--- src/rtl/eeprom_probe_pkg.sv ---
package eeprom_probe_pkg;

  typedef enum logic [2:0] {
    OP_START  = 3'd0,
    OP_RSTART = 3'd1,
    OP_WRITE  = 3'd2,
    OP_READ   = 3'd3,
    OP_STOP   = 3'd4
  } i2c_op_e;

  // Steps of one probe, in bus order
  typedef enum logic [2:0] {
    SP_START  = 3'd0,
    SP_ADDR_W = 3'd1,
    SP_HI     = 3'd2,
    SP_IDX    = 3'd3,
    SP_RSTART = 3'd4,
    SP_ADDR_R = 3'd5,
    SP_READ   = 3'd6,
    SP_STOP   = 3'd7
  } probe_step_e;

  typedef enum logic [2:0] {
    FS_IDLE,
    FS_ISSUE,
    FS_WAIT,
    FS_ABORT_ISSUE,
    FS_ABORT_WAIT
  } fsm_state_e;

  function automatic logic [7:0] addr_byte(input logic [6:0] dev, input logic rd);
    return {dev, rd};
  endfunction

  function automatic i2c_op_e step_op(input probe_step_e s);
    case (s)
      SP_START:  return OP_START;
      SP_RSTART: return OP_RSTART;
      SP_READ:   return OP_READ;
      SP_STOP:   return OP_STOP;
      default:   return OP_WRITE;
    endcase
  endfunction

  // Steps whose response acknowledge status matters
  function automatic logic step_needs_ack(input probe_step_e s);
    return (s == SP_ADDR_W) || (s == SP_HI) || (s == SP_IDX) || (s == SP_ADDR_R);
  endfunction

endpackage

--- src/rtl/probe_cmd_gen.sv ---
module probe_cmd_gen
  import eeprom_probe_pkg::*;
#(
  parameter int          IDX_W   = 3,
  parameter logic [7:0]  HI_BYTE = 8'h00
) (
  input  probe_step_e      step,
  input  logic [IDX_W-1:0] probe_idx,
  input  logic [6:0]       dev_addr,
  input  logic             aborting,
  output i2c_op_e          op,
  output logic [7:0]       wdata,
  output logic             rd_nack
);

  always_comb begin
    op      = aborting ? OP_STOP : step_op(step);
    wdata   = 8'h00;
    rd_nack = 1'b0;
    if (!aborting) begin
      case (step)
        SP_ADDR_W: wdata = addr_byte(dev_addr, 1'b0);
        SP_HI:     wdata = HI_BYTE;
        SP_IDX:    wdata = 8'(probe_idx);
        SP_ADDR_R: wdata = addr_byte(dev_addr, 1'b1);
        SP_READ:   rd_nack = 1'b1;
        default:   wdata = 8'h00;
      endcase
    end
  end

endmodule

--- src/rtl/probe_compare.sv ---
module probe_compare #(
  parameter int DATA_W = 8
) (
  input  logic              clk,
  input  logic              rst_n,
  input  logic              clear,
  input  logic              capture,
  input  logic              is_first,
  input  logic [DATA_W-1:0] rdata,
  output logic              differs
);

  logic [DATA_W-1:0] first_q;
  logic              mismatch;

  assign mismatch = capture && !is_first && (rdata != first_q);

  always_ff @(posedge clk or negedge rst_n) begin
    if (!rst_n) begin
      first_q <= '0;
      differs <= 1'b0;
    end else if (clear) begin
      first_q <= '0;
      differs <= 1'b0;
    end else if (capture) begin
      if (is_first) first_q <= rdata;
      else if (mismatch) differs <= 1'b1;
    end
  end

  // a later byte unequal to the first sets the sticky flag
  a_r5_mismatch_sticks: assert property (@(posedge clk) disable iff (!rst_n)
    (capture && !is_first && !clear && rdata != first_q) |=> differs);

  // flag never drops except on a new run
  a_r5_flag_sticky: assert property (@(posedge clk) disable iff (!rst_n)
    (differs && !clear) |=> differs);

endmodule

--- src/rtl/probe_fsm.sv ---
module probe_fsm
  import eeprom_probe_pkg::*;
#(
  parameter int N_PROBES = 8,
  parameter int IDX_W    = (N_PROBES > 1) ? $clog2(N_PROBES) : 1
) (
  input  logic             clk,
  input  logic             rst_n,
  input  logic             start,
  input  logic             cmd_ready,
  input  logic             rsp_valid,
  input  logic             rsp_nack,
  output logic             cmd_valid,
  output probe_step_e      step,
  output logic [IDX_W-1:0] probe_idx,
  output logic             aborting,
  output logic             busy,
  output logic             done,
  output logic             nack_err,
  output logic             run_clear,
  output logic             rd_capture,
  output logic             first_probe
);

  localparam logic [IDX_W-1:0] LAST_IDX = IDX_W'(N_PROBES - 1);

  fsm_state_e state;

  logic in_wait, rsp_here, ack_fail, last_stop;

  assign in_wait   = (state == FS_WAIT);
  assign rsp_here  = in_wait && rsp_valid;
  assign ack_fail  = rsp_here && step_needs_ack(step) && rsp_nack;
  assign last_stop = rsp_here && (step == SP_STOP) && (probe_idx == LAST_IDX);

  assign cmd_valid   = (state == FS_ISSUE) || (state == FS_ABORT_ISSUE);
  assign aborting    = (state == FS_ABORT_ISSUE) || (state == FS_ABORT_WAIT);
  assign busy        = (state != FS_IDLE);
  assign run_clear   = (state == FS_IDLE) && start;
  assign rd_capture  = rsp_here && (step == SP_READ);
  assign first_probe = (probe_idx == '0);

  always_ff @(posedge clk or negedge rst_n) begin
    if (!rst_n) begin
      state     <= FS_IDLE;
      step      <= SP_START;
      probe_idx <= '0;
      done      <= 1'b0;
      nack_err  <= 1'b0;
    end else begin
      case (state)
        FS_IDLE: begin
          if (start) begin
            state     <= FS_ISSUE;
            step      <= SP_START;
            probe_idx <= '0;
            done      <= 1'b0;
            nack_err  <= 1'b0;
          end
        end
        FS_ISSUE: begin
          if (cmd_ready) state <= FS_WAIT;
        end
        FS_WAIT: begin
          if (rsp_valid) begin
            if (ack_fail) begin
              state <= FS_ABORT_ISSUE;
            end else if (step == SP_STOP) begin
              if (last_stop) begin
                state <= FS_IDLE;
                done  <= 1'b1;
              end else begin
                probe_idx <= probe_idx + 1'b1;
                step      <= SP_START;
                state     <= FS_ISSUE;
              end
            end else begin
              step  <= probe_step_e'(step + 3'd1);
              state <= FS_ISSUE;
            end
          end
        end
        FS_ABORT_ISSUE: begin
          if (cmd_ready) state <= FS_ABORT_WAIT;
        end
        FS_ABORT_WAIT: begin
          if (rsp_valid) begin
            state    <= FS_IDLE;
            done     <= 1'b1;
            nack_err <= 1'b1;
          end
        end
        default: state <= FS_IDLE;
      endcase
    end
  end

  // completion is only reported while idle
  a_r6_done_when_idle: assert property (@(posedge clk) disable iff (!rst_n)
    done |-> !busy);

  // result stays until a start is accepted
  a_r6_done_holds: assert property (@(posedge clk) disable iff (!rst_n)
    (done && !start) |=> done);

  // an error is always accompanied by completion
  a_r7_err_with_done: assert property (@(posedge clk) disable iff (!rst_n)
    nack_err |-> done);

  // a pending command is not withdrawn
  a_r9_valid_held: assert property (@(posedge clk) disable iff (!rst_n)
    (cmd_valid && !cmd_ready) |=> cmd_valid);

  // probe counter never passes the last probe
  a_r1_probe_bound: assert property (@(posedge clk) disable iff (!rst_n)
    probe_idx <= LAST_IDX);

  // a start during a run does not restart it
  a_r8_start_ignored: assert property (@(posedge clk) disable iff (!rst_n)
    (busy && start && !rsp_valid) |=> busy && $stable(probe_idx));

endmodule

--- src/rtl/eeprom_awidth_probe.sv ---
module eeprom_awidth_probe
  import eeprom_probe_pkg::*;
#(
  parameter int         N_PROBES = 8,
  parameter logic [7:0] HI_BYTE  = 8'h00,
  localparam int        IDX_W    = (N_PROBES > 1) ? $clog2(N_PROBES) : 1
) (
  input  logic       clk,
  input  logic       rst_n,
  input  logic       start,
  input  logic [6:0] dev_addr,
  output logic       cmd_valid,
  input  logic       cmd_ready,
  output logic [2:0] cmd_op,
  output logic [7:0] cmd_wdata,
  output logic       cmd_rd_nack,
  input  logic       rsp_valid,
  input  logic       rsp_nack,
  input  logic [7:0] rsp_rdata,
  output logic       busy,
  output logic       done,
  output logic       two_byte,
  output logic       nack_err
);

  probe_step_e      step;
  logic [IDX_W-1:0] probe_idx;
  logic             aborting, run_clear, rd_capture, first_probe, differs;
  i2c_op_e          op;
  logic             cmd_fire;
  i2c_op_e          last_op;

  probe_fsm #(.N_PROBES(N_PROBES), .IDX_W(IDX_W)) u_fsm (
    .clk        (clk),
    .rst_n      (rst_n),
    .start      (start),
    .cmd_ready  (cmd_ready),
    .rsp_valid  (rsp_valid),
    .rsp_nack   (rsp_nack),
    .cmd_valid  (cmd_valid),
    .step       (step),
    .probe_idx  (probe_idx),
    .aborting   (aborting),
    .busy       (busy),
    .done       (done),
    .nack_err   (nack_err),
    .run_clear  (run_clear),
    .rd_capture (rd_capture),
    .first_probe(first_probe)
  );

  probe_cmd_gen #(.IDX_W(IDX_W), .HI_BYTE(HI_BYTE)) u_gen (
    .step     (step),
    .probe_idx(probe_idx),
    .dev_addr (dev_addr),
    .aborting (aborting),
    .op       (op),
    .wdata    (cmd_wdata),
    .rd_nack  (cmd_rd_nack)
  );

  probe_compare #(.DATA_W(8)) u_cmp (
    .clk     (clk),
    .rst_n   (rst_n),
    .clear   (run_clear),
    .capture (rd_capture),
    .is_first(first_probe),
    .rdata   (rsp_rdata),
    .differs (differs)
  );

  assign cmd_op   = op;
  assign two_byte = done && !nack_err && differs;
  assign cmd_fire = cmd_valid && cmd_ready;

  // Record of the last command handed to the master
  always_ff @(posedge clk or negedge rst_n) begin
    if (!rst_n)        last_op <= OP_STOP;
    else if (cmd_fire) last_op <= op;
  end

  // outside an abort a STOP comes only after the READ
  a_r3_stop_after_read: assert property (@(posedge clk) disable iff (!rst_n)
    (cmd_fire && op == OP_STOP && !aborting) |-> last_op == OP_READ);

  // the repeated start follows a written byte, never a STOP
  a_r3_rstart_after_write: assert property (@(posedge clk) disable iff (!rst_n)
    (cmd_fire && op == OP_RSTART) |-> last_op == OP_WRITE);

  // reads are always closed with NACK
  a_r2_read_nacked: assert property (@(posedge clk) disable iff (!rst_n)
    (cmd_valid && op == OP_READ) |-> cmd_rd_nack);

  // command content is stable while stalled
  a_r9_cmd_stable: assert property (@(posedge clk) disable iff (!rst_n)
    (cmd_valid && !cmd_ready) |=> ($stable(cmd_op) && $stable(cmd_wdata)));

  // an error run never reports a width result
  a_r7_no_result_on_err: assert property (@(posedge clk) disable iff (!rst_n)
    (done && nack_err) |-> !two_byte);

endmodule

--- config.mk ---
export PLATFORM = sky130hd
export DESIGN_NAME = eeprom_awidth_probe
export DESIGN_NICKNAME = d
export VERILOG_FILES = /design/src/rtl/eeprom_probe_pkg.sv /design/src/rtl/probe_cmd_gen.sv /design/src/rtl/probe_compare.sv /design/src/rtl/probe_fsm.sv /design/src/rtl/eeprom_awidth_probe.sv
export SDC_FILE = /design/constraint.sdc
export NUM_CORES = 1
export LEC_CHECK = 0
export BUFFER_PORTS_ARGS = -buffer_cell sky130_fd_sc_hd__buf_4
export CORE_MARGIN = 5
export CORE_UTILIZATION = 30
export CTS_BUF_LIST = sky130_fd_sc_hd__clkbuf_4 sky130_fd_sc_hd__clkbuf_8
export DETAILED_ROUTE_END_ITERATION = 10
export PLACE_DENSITY = 0.55
export SLEW_MARGIN = 5
export SYNTH_ARGS = -nofsm -noshare
export SYNTH_HDL_FRONTEND = slang
export SYNTH_SLANG_ARGS = --single-unit
--- constraint.sdc ---
create_clock -name clk -period 2 [get_ports clk]
set_input_delay 0.1 -clock clk [delete_from_list [all_inputs] [get_ports clk]]
set_output_delay 0.1 -clock clk [all_outputs]
set_load 0.03 [all_outputs]
==> impl_metrics.tcl <==
set metrics [dict create \
    ys.flop_type "dfrtp_1" \
    crit_path_end_kind "register" \
    synth_warnings 0 \
    die-area_um2 6340 \
    syn_area_per_cell_um2 8.82 \
    die_w_um 79.6 \
    syn-num-nets 195 \
    cts_tree "done" \
    nets 240 \
    yosysTopAreaCellShare 0.344 \
    outcome "finished, final reports clean" \
    p_per_area_nw_per_um2 1010 \
    drt_pass1_iterations 6 \
    ys_types 41 \
    min_path_type "in -> reg" \
    cp.required_ns 2.15 \
    finalWirelength_mm 3.40 \
    post-route-period-util 0.931 \
    dp_hpwl_mm 2.69 \
    ys_seq_elements 20 \
    yosysTopAreaCell "dfrtp_1" \
    dp_cells 271 \
    grt_pass1_vias 1256 \
    rsz0062_at_grt "no" \
    hold_buffers 1 \
    routabilityCongestion 0.807 \
    cts_made_buffers 3 \
    portBuffers 37 \
    layout.cells.non_filler 276 \
    ys_seq_area_frac 0.344 \
    clock_skew_ns 0.00441 \
    fp-row-count 25 \
    antenna_found_initial 0 \
    hold_viol 0 \
    grt_max_degree 21 \
    cp_data_arrival_time_ns 2.01 \
    r2r_cells 5 \
    r2r-start "u_fsm.step[1]" \
    diodes 0 \
    htreeDepth 1 \
    syn_inst 165 \
    fin_tns_setup_ns 0 \
    r2r_end "u_fsm.step[0]" \
    fin_crit_ns 1.86 \
    drive_gt1_frac 0.306 \
    ys_top_cells_by_area "dfrtp_1, ha_1, xnor2_1" \
    drv_cap 0 \
    max_slew_margin 0.634 \
    grt_pass1_wl_mm 5.81 \
    ir_worst_vdd_mv 0.365 \
    power_mw 1.90 \
    critPathKind "reg -> reg" \
    hold_end "u_fsm.state[0]" \
    coreArea_um2 4720 \
    drt_iter0_markers 104 \
    synth_enable_flop_cells 0 \
    whs_path_depth 2 \
    clk_path_buf_depth 2 \
    cts_resized 0 \
    async_flop_share 1.00 \
    area_delta_synth_final_pct 29.3 \
    vias 1267 \
    setup.worst_path.start "u_fsm.step[1]" \
    worstMarginPinSlew_ns 0.547 \
    overflow 0 \
    wl_per_cell_um 12.3 \
    startpoint_type "register" \
    p_leak_nw 0.938 \
    clk_pin_slew_worst_paths_ns 0.08 \
    cts_root_buf "clkbuf_8" \
    io_pins 38 \
    antenna_left 0 \
    post_cts_buffers 0 \
    dieHeight_um 79.6 \
    clk_latency_ns 0.26 \
    cp_max_fo 8 \
    grt_util_all_layers 0.114 \
    setup_viol 0 \
    drc 0 \
    cts_sinks 20 \
    via_per_inst 4.59 \
    start_util 0.308 \
    syn_area_um2 1460 \
    r2r_slack_ns 0.14 \
    clock.fmax_mhz 537 \
    hp-start "cmd_ready" \
    slew_viol_final 0 \
]
## state kept, by name (all words and copies together) (netlist names)
signal / cells
u_cmp.differs: 1
u_cmp.first_q: 8
u_fsm.done: 1
u_fsm.nack_err: 1
u_fsm.probe_idx: 3
u_fsm.state: 3
u_fsm.step: 3
## worst max path at each step
stage	cells after the start	to	slack [ns]
after floorplan	5	cmd_wdata[0]	0.1
after global placement	5	u_fsm.step[0]	0.17
after detailed placement	5	u_fsm.step[0]	0.15
after CTS	6	cmd_wdata[2]	0.13
after global routing	6	u_fsm.step[2]	0.0004
final	5	u_fsm.step[0]	0.14
## per-stage QoR
| stage | cell area [µm²] | hold WS [ns] | utilization | worst slack, ns |
|---|---|---|---|---|
| CTS | 1880 | 0.0206 | 0.398 | 0.133 |
| floorplan | 1460 | -0.196 | - | 0.0960 |
| global route | 1880 | 0.0427 | 0.398 | 0.000394 |
| global placement | 1820 | 0.00190 | 0.385 | 0.171 |
| detailed placement | 1820 | 0.00207 | 0.385 | 0.154 |
| finish | 1880 | 0.0287 | 0.398 | 0.139 |
## synthesized netlist by cell type, types with 4 or more instances
| master | n |
|---|---|
| dfrtp_1 | 20 |
| nand2_1 | 20 |
| inv_1 | 17 |
| ha_1 | 9 |
| nand3_1 | 9 |
| xnor2_1 | 9 |
| nor2_1 | 8 |
| o21ai_2 | 8 |
| a21oi_1 | 7 |
| and3_1 | 5 |
| o21ai_0 | 4 |
## power breakdown
part | leakage (nW) | switching (mW) | internal (mW)
registers | 0.272 | 0.0626 | 0.464
logic | 0.637 | 0.644 | 0.420
clock network | 0.0288 | 0.134 | 0.175
total | 0.938 | 0.841 | 1.06
## metal layers
| metal | GRT usage | routed length, µm | vias to the layer above |
|---|---|---|---|
| li1 | - | - | 661 |
| met1 | 0.146 | 1670 | 571 |
| met2 | 0.192 | 1510 | 33 |
| met3 | 0.0327 | 206 | 2 |
| met4 | 0.0155 | 11 | 0 |
| met5 | 0 | 0 | - |
## worst max-delay path, cell delays in order (launching register included)
cell	delay (ns)
dfrtp_1	0.46
ha_1	0.25
ha_1	0.25
and2_1	0.17
a311o_1	0.32
o311a_1	0.30
## cells in the final DEF, fill, tap and decap left out, drive strengths merged, types with 2 or more instances in the layout
cell type	instances
buf	46
nand2	20
dfrtp	20
inv	17
o21ai	12
nand3	11
xnor2	9
ha	9
nor2	8
a21oi	7
and3	5
clkbuf	4
nor3b	3
a21o	3
a32oi	3
nor3	3
o211ai	3
nand2b	3
a31oi	2
mux2i	2
nand4	2
or2	2
## cells by family (layout without fill, tap and decap cells)
logic type / count (synthesis) / count (layout) / share of synthesized area
muxes: 3 / 3 / 0.0215
and+or+nand+nor: 64 / 64 / 0.232
DFF: 20 / 20 / 0.344
adders and majority gates: 9 / 9 / 0.0774
AOI/OAI and AO/OA: 36 / 36 / 0.181
xor gates and xnor gates: 9 / 9 / 0.0542
buffers and inverters: 24 / 68 / 0.0903
## layout make-up
class	instances	area, µm²
Fill cell	479	2840
Multi-Input combinational cell	121	823
Sequential cell	20	500
Timing Repair Buffer	47	355
Tap cell	67	83.8
Inverter	17	63.8
Clock buffer	4	55.1
Note: power is estimated with default switching activity, not from simulation.
